<file path="src/rtl/intalu_pkg.sv">
// Package: shared operation codes and control types for the integer ALU.
// Assumes a 4-bit operation code; codes outside the list are illegal.
package intalu_pkg;

    localparam int OP_BITS = 4;

    typedef enum logic [OP_BITS-1:0] {
        OP_ADD_TRAP = 4'h0,
        OP_ADD_WRAP = 4'h1,
        OP_SUB_TRAP = 4'h2,
        OP_SUB_WRAP = 4'h3,
        OP_AND      = 4'h4,
        OP_OR       = 4'h5,
        OP_XOR      = 4'h6,
        OP_NOR      = 4'h7,
        OP_LESS_S   = 4'hA,
        OP_LESS_U   = 4'hB
    } op_e;

    typedef enum logic [1:0] {
        UNIT_NONE  = 2'd0,
        UNIT_ARITH = 2'd1,
        UNIT_BITS  = 2'd2,
        UNIT_LESS  = 2'd3
    } unit_e;

    typedef enum logic [1:0] {
        BOP_AND = 2'd0,
        BOP_OR  = 2'd1,
        BOP_XOR = 2'd2,
        BOP_NOR = 2'd3
    } bitop_e;

    typedef struct packed {
        unit_e  unit;
        logic   invert_b;
        logic   trap_ovf;
        logic   less_signed;
        bitop_e bop;
    } ctl_t;

endpackage

</file>
<file path="src/rtl/intalu_decode.sv">
// Module: intalu_decode
// Turns the 4-bit operation code into datapath controls.
// Assumes nothing about the code value: illegal codes map to UNIT_NONE.
module intalu_decode
    import intalu_pkg::*;
(
    input  logic [OP_BITS-1:0] op_i,
    output ctl_t               ctl_o
);

    // Decode: one control word per legal code, quiet default otherwise.
    always_comb begin
        ctl_o = '{unit: UNIT_NONE, invert_b: 1'b0, trap_ovf: 1'b0,
                  less_signed: 1'b0, bop: BOP_AND};
        case (op_i)
            OP_ADD_TRAP: begin
                ctl_o.unit     = UNIT_ARITH;
                ctl_o.trap_ovf = 1'b1;
            end
            OP_ADD_WRAP: begin
                ctl_o.unit     = UNIT_ARITH;
            end
            OP_SUB_TRAP: begin
                ctl_o.unit     = UNIT_ARITH;
                ctl_o.invert_b = 1'b1;
                ctl_o.trap_ovf = 1'b1;
            end
            OP_SUB_WRAP: begin
                ctl_o.unit     = UNIT_ARITH;
                ctl_o.invert_b = 1'b1;
            end
            OP_AND: begin
                ctl_o.unit = UNIT_BITS;
                ctl_o.bop  = BOP_AND;
            end
            OP_OR: begin
                ctl_o.unit = UNIT_BITS;
                ctl_o.bop  = BOP_OR;
            end
            OP_XOR: begin
                ctl_o.unit = UNIT_BITS;
                ctl_o.bop  = BOP_XOR;
            end
            OP_NOR: begin
                ctl_o.unit = UNIT_BITS;
                ctl_o.bop  = BOP_NOR;
            end
            OP_LESS_S: begin
                ctl_o.unit        = UNIT_LESS;
                ctl_o.invert_b    = 1'b1;
                ctl_o.less_signed = 1'b1;
            end
            OP_LESS_U: begin
                ctl_o.unit     = UNIT_LESS;
                ctl_o.invert_b = 1'b1;
            end
            default: ;
        endcase
    end

endmodule

</file>
<file path="src/rtl/intalu_adder.sv">
// Module: intalu_adder
// Two's-complement adder/subtractor. Subtract inverts B and injects carry 1.
// Also reports the carry into the top bit so overflow can be formed outside.
// LOOKAHEAD=1 resolves carries per GROUP-bit block from group generate and
// propagate terms. LOOKAHEAD=0 ripples one bit at a time. Both are exact.
module intalu_adder #(
    parameter int WIDTH     = 32,
    parameter bit LOOKAHEAD = 1'b1,
    parameter int GROUP     = 4
) (
    input  logic [WIDTH-1:0] a_i,
    input  logic [WIDTH-1:0] b_i,
    input  logic             sub_i,
    output logic [WIDTH-1:0] sum_o,
    output logic             cout_o,
    output logic             cmsb_o
);

    localparam int NGROUP = (WIDTH + GROUP - 1) / GROUP;

    logic [WIDTH-1:0] b_eff;
    logic [WIDTH-1:0] gen;
    logic [WIDTH-1:0] prop;
    logic [WIDTH-1:0] cin_bit;
    logic             cout_w;

    // Operand conditioning and per-bit generate/propagate terms.
    always_comb begin
        b_eff = b_i ^ {WIDTH{sub_i}};
        gen   = a_i & b_eff;
        prop  = a_i ^ b_eff;
    end

    generate
        if (LOOKAHEAD) begin : g_lookahead
            // Group carries: each bit carry is G(base..k) | P(base..k) & c_group.
            always_comb begin
                logic cgrp;
                logic gacc;
                logic pacc;
                cin_bit = '0;
                cgrp    = sub_i;
                for (int gi = 0; gi < NGROUP; gi++) begin
                    gacc = 1'b0;
                    pacc = 1'b1;
                    for (int k = 0; k < GROUP; k++) begin
                        if (gi * GROUP + k < WIDTH) begin
                            cin_bit[gi*GROUP+k] = gacc | (pacc & cgrp);
                            gacc = gen[gi*GROUP+k] | (prop[gi*GROUP+k] & gacc);
                            pacc = pacc & prop[gi*GROUP+k];
                        end
                    end
                    cgrp = gacc | (pacc & cgrp);
                end
                cout_w = cgrp;
            end
        end else begin : g_ripple
            // Bit-serial carry chain from the least significant bit upward.
            always_comb begin
                logic cy;
                cin_bit = '0;
                cy      = sub_i;
                for (int i = 0; i < WIDTH; i++) begin
                    cin_bit[i] = cy;
                    cy = gen[i] | (prop[i] & cy);
                end
                cout_w = cy;
            end
        end
    endgenerate

    // Sum bits and carry outputs.
    always_comb begin
        sum_o  = prop ^ cin_bit;
        cout_o = cout_w;
        cmsb_o = cin_bit[WIDTH-1];
    end

endmodule

</file>
<file path="src/rtl/intalu_bitwise.sv">
// Module: intalu_bitwise
// Bitwise unit: AND, OR, XOR and NOR of the two operands.
// Assumes the selector comes from intalu_decode.
module intalu_bitwise
    import intalu_pkg::*;
#(
    parameter int WIDTH = 32
) (
    input  logic [WIDTH-1:0] a_i,
    input  logic [WIDTH-1:0] b_i,
    input  bitop_e           bop_i,
    output logic [WIDTH-1:0] res_o
);

    // Function select.
    always_comb begin
        unique case (bop_i)
            BOP_AND: res_o = a_i & b_i;
            BOP_OR:  res_o = a_i | b_i;
            BOP_XOR: res_o = a_i ^ b_i;
            BOP_NOR: res_o = ~(a_i | b_i);
            default: res_o = '0;
        endcase
    end

endmodule

</file>
<file path="src/rtl/intalu_top.sv">
// Module: intalu_top
// Combinational integer ALU: add/sub (trapping and wrapping), bitwise ops,
// signed and unsigned less-than, with carry, overflow and zero flags.
// Assumes operands arrive already extended; no state, no clock.
module intalu_top
    import intalu_pkg::*;
#(
    parameter int WIDTH     = 32,
    parameter bit LOOKAHEAD = 1'b1,
    parameter int GROUP     = 4
) (
    input  logic [WIDTH-1:0]   a_i,
    input  logic [WIDTH-1:0]   b_i,
    input  logic [OP_BITS-1:0] op_i,
    output logic [WIDTH-1:0]   result_o,
    output logic               carry_o,
    output logic               ovf_o,
    output logic               zero_o
);

    ctl_t             ctl;
    logic [WIDTH-1:0] sum;
    logic             cout;
    logic             cmsb;
    logic [WIDTH-1:0] bits_res;
    logic             ovf_raw;
    logic             less;

    intalu_decode u_dec (
        .op_i  (op_i),
        .ctl_o (ctl)
    );

    intalu_adder #(
        .WIDTH     (WIDTH),
        .LOOKAHEAD (LOOKAHEAD),
        .GROUP     (GROUP)
    ) u_add (
        .a_i    (a_i),
        .b_i    (b_i),
        .sub_i  (ctl.invert_b),
        .sum_o  (sum),
        .cout_o (cout),
        .cmsb_o (cmsb)
    );

    intalu_bitwise #(
        .WIDTH (WIDTH)
    ) u_bits (
        .a_i   (a_i),
        .b_i   (b_i),
        .bop_i (ctl.bop),
        .res_o (bits_res)
    );

    // Raw overflow and less-than bit derived from the shared adder.
    always_comb begin
        ovf_raw = cmsb ^ cout;
        less    = ctl.less_signed ? (sum[WIDTH-1] ^ ovf_raw) : ~cout;
    end

    // Result select by functional unit.
    always_comb begin
        unique case (ctl.unit)
            UNIT_ARITH: result_o = sum;
            UNIT_BITS:  result_o = bits_res;
            UNIT_LESS:  result_o = {{(WIDTH-1){1'b0}}, less};
            default:    result_o = '0;
        endcase
    end

    // Flag generation, gated by the decoded unit.
    always_comb begin
        carry_o = (ctl.unit == UNIT_ARITH) & cout;
        ovf_o   = (ctl.unit == UNIT_ARITH) & ctl.trap_ovf & ovf_raw;
        zero_o  = (ctl.unit != UNIT_NONE) & (result_o == '0);
    end

endmodule

</file>
<file path="config.mk">
export PLATFORM = sky130hd
export DESIGN_NAME = intalu_top
export DESIGN_NICKNAME = d
export VERILOG_FILES = /design/src/rtl/intalu_pkg.sv /design/src/rtl/intalu_decode.sv /design/src/rtl/intalu_adder.sv /design/src/rtl/intalu_bitwise.sv /design/src/rtl/intalu_top.sv
export SDC_FILE = /design/constraint.sdc
export NUM_CORES = 1
export LEC_CHECK = 0
export CORE_MARGIN = 1.5
export CORE_UTILIZATION = 35
export DETAILED_ROUTE_END_ITERATION = 8
export SKIP_LAST_GASP = 1
export SLEW_MARGIN = 20
export SYNTH_ARGS = -nofsm -noshare
export SYNTH_HDL_FRONTEND = slang
export SYNTH_SLANG_ARGS = --single-unit
</file>
<file path="constraint.sdc">
create_clock -name vclk -period 8.8
set_input_delay 1.76 -clock vclk [all_inputs]
set_output_delay 1.76 -clock vclk [all_outputs]
set_load 0.005 [all_outputs]
</file>
# Yosys cells after proc, flatten, opt, wreduce, memory -nomap -nowiden
# Cells that the tools add are included.
[classes] n_bitwise=151 reduce_logical=9 n_eq_ne=15 n_mux=8
[op_table] cell="$pmux 32 s4" n=1
[op_table] cell="$xor 32x32->32" n=4
[op_table] cell="$pmux 32 s3" n=1
[op_table] cell="$and 1x1->1" n=84
[op_table] cell="$and 32x32->32" n=2
[op_table] cell="$or 1x1->1" n=56
[op_table] cell="$logic_not 32->1" n=1
[op_table] cell="$not 32->32" n=1
[op_table] cell="$or 32x32->32" n=1
[op_table] cell="$eq 4x3->1 const B" n=4
[op_table] cell="$pmux 2 s3" n=2
[op_table] cell="$reduce_or 4->1" n=3
[op_table] cell="$eq 2x2->1 const B" n=4
[op_table] cell="$eq 4x2->1 const B" n=2
[op_table] cell="$eq 4x4->1 const B" n=2
[op_table] cell="$eq 2x1->1 const B" n=2
[op_table] cell="$eq 4x1->1 const B" n=1
[op_table] cell="$logic_not 4->1" n=1
[op_table] cell="$mux 1" n=4
[op_table] cell="$reduce_or 2->1" n=2
[op_table] cell="$logic_not 2->1" n=1
[op_table] cell="$reduce_bool 2->1" n=1
[op_table] cell="$xor 1x1->1" n=2
[op_table] cell="$not 1->1" n=1
[word_totals] reg_bits=0 wordCells=183 input_bits=68 output_inout_bits=35

# Longest topological paths before layout
# Gate-level depths: netlist of the first run.
[depth] depth_word=32 mapped_depth=23

# Hierarchy
# A second synthesis of the first run with hierarchy kept.
[unflattened] hier_cells=550 area_unflattened_um2=4469.3
[by_module_without_submodules] mod="intalu_bitwise" cells_per_inst=235 area_per_inst_um2=2105.8 seq_area_each_um2=0.0 instances=1
[by_module_without_submodules] mod="intalu_adder" cells_per_inst=229 area_per_inst_um2=1760.4 seq_area_each_um2=0.0 instances=1
[by_module_without_submodules] mod="intalu_top" cells_per_inst=76 area_per_inst_um2=553.0 seq_area_each_um2=0.0 instances=1
[by_module_without_submodules] mod="intalu_decode" cells_per_inst=10 area_per_inst_um2=50.0 seq_area_each_um2=0.0 instances=1

# Worst setup path before layout of the first run
# Ideal clock, no wire load.
[synth_path] path_kind="input port to output port" startpoint="in op_i[1]" endpoint="out zero_o" cell_stages=23 t_required_ns=7.040 t_arrival_ns=6.498 setup_slack_ns=0.542 path_buffers=2 path_cell_list="buf_2 -> nand2_1 -> buf_1 -> xnor2_1 -> ha_1 -> and3_4 -> and2_4 -> a221o_1 -> nor2_1 -> nor3_1 -> nor3_1 -> o21ai_0 -> a21oi_1 -> fa_1 -> xnor2_1 -> a22oi_1 -> o211ai_1 -> nor3_1 -> nand4_1 -> nor2_1 -> nand4_1 -> or4_1 -> nor4_2"
[synth_lines] element="start, declared" line_no="intalu_top.sv:14" source="input logic [OP_BITS-1:0] op_i,"
[synth_lines] element="$eq 4x2->1 / $eq 4x4->1 (equally long branches)" line_no="intalu_decode.sv:15" source="case (op_i)"
[synth_lines] element="$reduce_or 4->1 (no line)"
[synth_lines] element="$mux 1" line_no="intalu_decode.sv:15"
[synth_lines] element="$xor 32x32->32" line_no="intalu_adder.sv:29" source="b_eff = b_i ^ {WIDTH{sub_i}};"
[synth_lines] element="$xor 32x32->32 / $and 32x32->32 (equally long branches)" line_no="intalu_adder.sv:31, intalu_adder.sv:30"
[synth_lines] element="$and 1x1->1" line_no="intalu_adder.sv:49" source="gacc = gen[gi*GROUP+k] | (prop[gi*GROUP+k] & gacc);"
[synth_lines] element="$or 1x1->1" line_no="intalu_adder.sv:49"
[synth_lines] element="$and 1x1->1" line_no="intalu_adder.sv:49"
[synth_lines] element="(+13 left out)"
[synth_lines] element="$or 1x1->1" line_no="intalu_adder.sv:53" source="cgrp = gacc | (pacc & cgrp);"
[synth_lines] element="$and 1x1->1" line_no="intalu_adder.sv:48" source="cin_bit[gi*GROUP+k] = gacc | (pacc & cgrp);"
[synth_lines] element="$or 1x1->1" line_no="intalu_adder.sv:48"
[synth_lines] element="$xor 32x32->32" line_no="intalu_adder.sv:74" source="sum_o = prop ^ cin_bit;"
[synth_lines] element="$pmux 32 s3 (*)" line_no="intalu_top.sv:64" source="unique case (ctl.unit)"
[synth_lines] element="via result_o[25]" line_no="intalu_top.sv:15" source="output logic [WIDTH-1:0] result_o,"
[synth_lines] element="$logic_not 32->1 (*)" line_no="intalu_top.sv:76" source="zero_o = (ctl.unit != UNIT_NONE) & (result_o == '0);"
[synth_lines] element="$and 1x1->1 (*)" line_no="intalu_top.sv:76"
[synth_lines] element="end, declared" line_no="intalu_top.sv:18" source="output logic zero_o"
# Mark *: on every way through the listed nets, which the timed path passes. The rest lies on a longest branch.

# Worst setup path in the final report of the first run
[layout_path] startpoint="in op_i[2]" endpoint="out zero_o"
[layout_between] elab_chain_len=32
[layout_rtl] element="$eq 4x2->1 / $eq 4x4->1 (equally long branches)" line_no="intalu_decode.sv:15"
[layout_rtl] element="$reduce_or 4->1 (no line)"
[layout_rtl] element="$mux 1" line_no="intalu_decode.sv:15"
[layout_rtl] element="$xor 32x32->32" line_no="intalu_adder.sv:29"
[layout_rtl] element="$xor 32x32->32 / $and 32x32->32 (equally long branches)" line_no="intalu_adder.sv:31, intalu_adder.sv:30"
[layout_rtl] element="$and 1x1->1" line_no="intalu_adder.sv:49"
[layout_rtl] element="$or 1x1->1" line_no="intalu_adder.sv:49"
[layout_rtl] element="$and 1x1->1" line_no="intalu_adder.sv:49"
[layout_rtl] element="(+16 left out)"
[layout_rtl] element="$and 1x1->1 (on tied branches)" line_no="intalu_adder.sv:48, intalu_adder.sv:53"
[layout_rtl] element="$or 1x1->1 (on tied branches)" line_no="intalu_adder.sv:48, intalu_adder.sv:53"
[layout_rtl] element="$xor 32x32->32 / $xor 1x1->1 (equally long branches)" line_no="intalu_adder.sv:74, intalu_top.sv:58"
[layout_rtl] element="$xor 1x1->1" line_no="intalu_top.sv:59" source="less = ctl.less_signed ? (sum[WIDTH-1] ^ ovf_raw) : ~cout;"
[layout_rtl] element="$mux 1" line_no="intalu_top.sv:59"
[layout_rtl] element="$pmux 32 s3" line_no="intalu_top.sv:64"
[layout_rtl] element="$logic_not 32->1" line_no="intalu_top.sv:76"
[layout_rtl] element="$and 1x1->1 (*)" line_no="intalu_top.sv:76"
# Every way passes the cells marked *; elsewhere a longest branch is shown, timed or not.

==> metrics.md, run 1 <==
| Metric | Value |
|---|---|
| Non-filler cells, final | 907 |
| Largest net degree at the start of global routing | 40 |
| Worst setup SP type | primary input |
| Die height | 115.9 um |
| Sequential cells | 0 |
| Layout area overhead | 37.44% |
| Die Area | around 13,000 um2 |
| DRC Markers | 0 |
| Post-Syn Instances | about 600 |
| Synth area leaders | ha_1 27%, xnor2_1 11%, inv_1 6.6%, xor2_1 4.3%, mux2i_1 4.3% |
| Final GP Congestion | ~0.94 |
| GRT Residual Overflow | 0 |
| Top-area cell type share of the netlist area | 0.2692 |
| Pre-CTS setup slack | -0.06441 ns |
| CP Class | primary input to output pin |
| CP arrival | 6.55 ns |
| Area of the multi-input gates | 4094 um2 |
| Fin crit period | 8.308 ns |
| Post-Syn Area | 4462 um2 |
| Switching Fraction | 0.4993 |
| Combinational Power Share | 1.000 |
| Largest stage delay, worst path | between 0.5 and 0.6 ns |
| Most frequent cells in the layout | 101 x clkdlybuf4s50_1, 96 x ha_1, 79 x inv_1, 61 x buf_4, 58 x xnor2_1 |
| Worst-margin pin slew | approximately 0.9 ns |
| Achievable Freq | approximately 120 MHz |
| Pwr dens | approximately 75 nW/um2 |
| Final setup TNS | 0 ns |
| IO Count | 103 |
| Core area | 12,520 um2 |
| Clock share of power | 0 |
| CP max-delay cell | fa_1 |
| ANT nets after route | 0 |
| Peak supply drop | approximately 0.025 mV |
| Hold Violations, Final | 0 |
| Sw Pwr | 0.2295 mW |
| Rel. slew slack | 0.3875 |
| Internal cell power | 0.2301 mW |
| CP max FO | 16 |
| Hold Path Class | primary input to output pin |
| Top cell by count, worst path | a21oi_1 |
| Most common cell after layout, fill and taps aside | clkdlybuf4s50_1 |
| Final worst-path cycle share | 0.9441 |
| Placed Cells | 906 |
| PortBufs | 103 |
| CP required | 7.04 ns |
| Worst setup slack after layout | 0.4916 ns |
| Final setup violation count | 0 |
| Seq pwr share | 0 |
| Synth warn | 0 |
| Starting Density | 0.3565 |
| # clk buffers | 0 |
| Fill count | 1,277 |
| Reg area | 0 um2 |
| DRT iter0 DRCs | about 230 |
| Vias per std cell | ~5.3 |
| Syn Area/Cell | 7.461 um2 |
| Initial antenna violation count | 0 |
| First-pass GRT wire length | approximately 24 mm |
| Synth cell types | 66 |
| Hold WS | 4.622 ns |
| Final nets | a little over 900 |
| Setup crit end kind | output pin |
| Largest area contributor in the netlist | ha_1 |
| Vias | 4,799 |
| WL/cell | 16.49 um |
| Global-route usage over all layers | 0.2189 |
| 1st-pass router iterations | 4 |
| Syn nets | 769 |
| Std cell rows | 41 |
| Sequential share of the synthesized area | 0 |
| MaxCap Viol Count | 0 |
| DP HPWL | 12.32 mm |
| Layout cells sized above 1 | 0.1252 |
| Chip width | 115.9 um |
| Cts hold-fix bufs | 0 |
| Slew Limit Fails | 0 |
| Vias in the first global route | 4,842 |
| Status | complete, no violations |
| N_diodes | 0 |
| Routed WL | 14.96 mm |
| RSZ-0062 raised after global routing | no |
| P_leak | 2.875 nW |
cell type report:
cell class | count | share of cell area
inverter | 79 | 0.04836
multi-input combinational | 490 | 0.6676
tap | 172 | 0.03509
timing repair buffer | 166 | 0.2489
critical path, delay by kind of cell:
kind	cells	cell delay [ns]
fa+ha+maj	2	0.81
simple gates	8	1.44
xor+xnor	1	0.13
buf+inv	7	1.34
compound gates	7	1.06
power by group through the flow:
| stage | registers, mW | clock network, mW | logic (mW) |
|---|---|---|---|
| floorplan | 0 | 0 | 0.255 |
| global placement | 0 | 0 | 0.443 |
| detailed placement | 0 | 0 | 0.451 |
| CTS | 0 | 0 | 0.456 |
| global route | 0 | 0 | 0.507 |
| finish | 0 | 0 | 0.460 |
worst paths after layout:
check	startpoint	endpoint	slack, ns	cells after the start
worst max-delay path	op_i[2]	zero_o	0.49	25
worst min-delay path	op_i[1]	zero_o	4.62	9
per-layer routing:
metal	up-vias	global-route usage	share of wire
met5	-	0	0
met4	0	0.05610	0.025
met3	19	0.006799	0.044
met2	104	0.4047	0.49
met1	2279	0.2788	0.44
li1	2397	-	-
Yosys cell counts (all sizes together) (2+ instances only):
cell     instances
buf             15
ha              96
nor3            18
nor2b            7
o2111ai          3
a31oi            2
nand3           16
o21bai           2
inv             79
xor2            22
nor2            22
o22ai            6
or3              6
o21ai           23
a221oi           3
nor4b            2
a221o            4
clkbuf          14
nand4            8
o211ai           7
nand2           30
a21o             8
a21boi           2
nand3b           4
mux2             3
a21oi           35
a211oi           9
o221ai           4
or4              2
fa               7
nand2b           7
and4             3
a2bb2oi          2
a22oi           10
mux2i           19
and3             7
a22o             4
and2             2
a31o             3
nor4             7
o31ai            2
o32ai            2
xnor2           58
metrics by stage:
step,utilization,power [mW],area [um2]
after floorplan,-,0.2547,4462
after global placement,0.4854,0.4429,6076
after detailed placement,0.4854,0.4509,6076
after CTS,0.4867,0.4556,6092
after global routing,0.4899,0.5071,6132
final,0.4899,0.4595,6132
what timing repair did:
item,CTS,global route
pin swaps,0,8
buffers inserted,0,1
resized for setup,3,9
setup endpoints to repair,1,1
kinds of logic after synthesis:
logic type	synth area share
xor+xnor	0.1570
compound gates	0.2193
mux	0.05020
fa+ha+maj	0.3006
buf+inv	0.09478
simple gates	0.1781
No activity file was read; power rests on OpenSTA's default activity.
==> run 2, diff against run 1 <==
Settings changed: PLACE_DENSITY set to 0.66.
==> metrics.md, run 2 (synthesis gave the netlist of run 1 again) <==
| Metric | Value |
|---|---|
| CP Class | primary input to output pin |
| Vias | 4,918 |
| Peak supply drop | approximately 0.032 mV |
| Setup crit end kind | output pin |
| Core area | around 13,000 um2 |
| Global-route usage over all layers | 0.2261 |
| ANT nets after route | 0 |
| Die Area | 13,430 um2 |
| Worst-margin pin slew | 0.9487 ns |
| 1st-pass router iterations | 6 |
| WL/cell | 16.89 um |
| Largest stage delay, worst path | ~0.53 ns |
| Switching Fraction | 0.5002 |
| CP max FO | 6 |
| Sequential cells | 0 |
| Largest net degree at the start of global routing | 63 |
| DRC Markers | 0 |
| P_leak | 2.917 nW |
| Status | complete, no violations |
| Layout cells sized above 1 | 0.1475 |
| Combinational Power Share | 1.000 |
| # clk buffers | 0 |
| Achievable Freq | 116.7 MHz |
| RSZ-0062 raised after global routing | no |
| Vias per std cell | 5.357 |
| Cts hold-fix bufs | 0 |
| IO Count | between 100 and 150 |
| Post-route core utilization | 0.4985 |
| Worst setup SP type | primary input |
| PortBufs | between 100 and 150 |
| First-pass GRT wire length | 24.32 mm |
| N_diodes | 0 |
| Initial antenna violation count | 0 |
| GRT Residual Overflow | 0 |
| Largest delay share family, worst path | simple AND/OR/NAND/NOR gates |
| Hold Violations, Final | 0 |
| Placed cell areas | 6138 um2 |
| Std cell rows | 41 |
| Layout area overhead | 39.85% |
| CP arrival | 6.81 ns |
| Placed Cells | 916 |
| Fin crit period | 8.567 ns |
| CP max-delay cell | or4_4 |
| CP required | 7.04 ns |
| Design Power | approximately 0.48 mW |
| Clock share of power | 0 |
| Most common cell after layout, fill and taps aside | clkdlybuf4s50_1 |
| Non-filler cells, final | 918 |
| Pwr dens | between 70 and 80 nW/um2 |
| Rel. slew slack | 0.3675 |
| Final setup TNS | 0 ns |
| Final setup violation count | 0 |
| Post-route design area | 6240 um2 |
| Hold Path Class | primary input to output pin |
| Die height | 115.9 um |
| Most frequent cells in the layout | 101 x clkdlybuf4s50_1, 96 x ha_1, 78 x inv_1, 71 x buf_4, 57 x xnor2_1 |
| MaxCap Viol Count | 0 |
| Starting Density | 0.3565 |
| Crit path buf inv count | 5 |
| Reg area | 0 um2 |
| Routed WL | 15.50 mm |
| Final nets | about 920 |
| Crit-path cells | clkdlybuf4s50_1, inv_2, nand2_4, buf_6, xnor2_1, ha_1, and3_4, and4_1, o21a_1, buf_4, o2111ai_4, a21oi_2, a21oi_2, fa_1, xnor2_1, a22oi_1, o211ai_1, nor4_2, nand4_1, nor2_1, nand4_1, or4_4, nor4_4, clkbuf_2 |
| Chip width | 115.9 um |
| Seq pwr share | 0 |
| Vias in the first global route | roughly 5,000 |
| Final GP Congestion | slightly above 0.9 |
| Final worst-path cycle share | 0.9735 |
| DRT iter0 DRCs | between 200 and 300 |
| Sw Pwr | 0.2378 mW |
| Internal cell power | 0.2376 mW |
| Slew Limit Fails | 0 |
| DP HPWL | 12.64 mm |
==> run 2: routing by layer <==
metal / vias up / GRT usage / wire length [um] / part of all wire
met5: - / 0 / 0 / 0
met4: 0 / 0.06098 / 364 / 0.023
met3: 23 / 0.01308 / 913 / 0.059
met2: 168 / 0.4157 / 7693 / 0.50
met1: 2312 / 0.2852 / 6532 / 0.42
li1: 2415 / - / - / -
==> run 2: what timing repair did <==
action                                  4_1_cts  5_1_grt
endpoints found under the setup margin        1        1
pin swaps                                     2       11
setup buffers                                 0        2
cloned                                        0        0
gates resized for setup                       7       18
==> run 2: worst paths after layout <==
check	startpoint	endpoint	slack (ns)	cells after the start
max	op_i[2]	zero_o	0.23	24
min	op_i[1]	result_o[5]	4.72	5
==> run 2: power groups by stage <==
stage	sequential [mW]	combinational [mW]	clock (mW)
4_1_cts	0	0.468	0
3_3_place_gp	0	0.449	0
5_1_grt	0	0.520	0
3_5_place_dp	0	0.461	0
6_report	0	0.475	0
2_1_floorplan	0	0.255	0
==> run 2: through the flow <==
| step | setup WS [ns] | hold slack (ns) |
|---|---|---|
| finish | 0.2334 | 4.716 |
| global route | 0.01077 | 4.762 |
| CTS | 0.2557 | 4.724 |
| detailed placement | -0.2836 | 4.705 |
| global placement | -0.2659 | 4.705 |
| floorplan | 0.5420 | 3.785 |
==> run 2: layout make-up <==
cell class,count,area (um2)
Inverter,79,296.5
Tap cell,172,215.2
Fill cell,1288,6277
Timing Repair Buffer,177,1600
Multi-Input combinational cell,490,4128
==> run 2: worst min-delay path: cells and delay by family <==
family / cells / cell delay, ns
simple gates: 1 / 0.20
buf+inv: 2 / 0.62
compound gates: 2 / 0.37
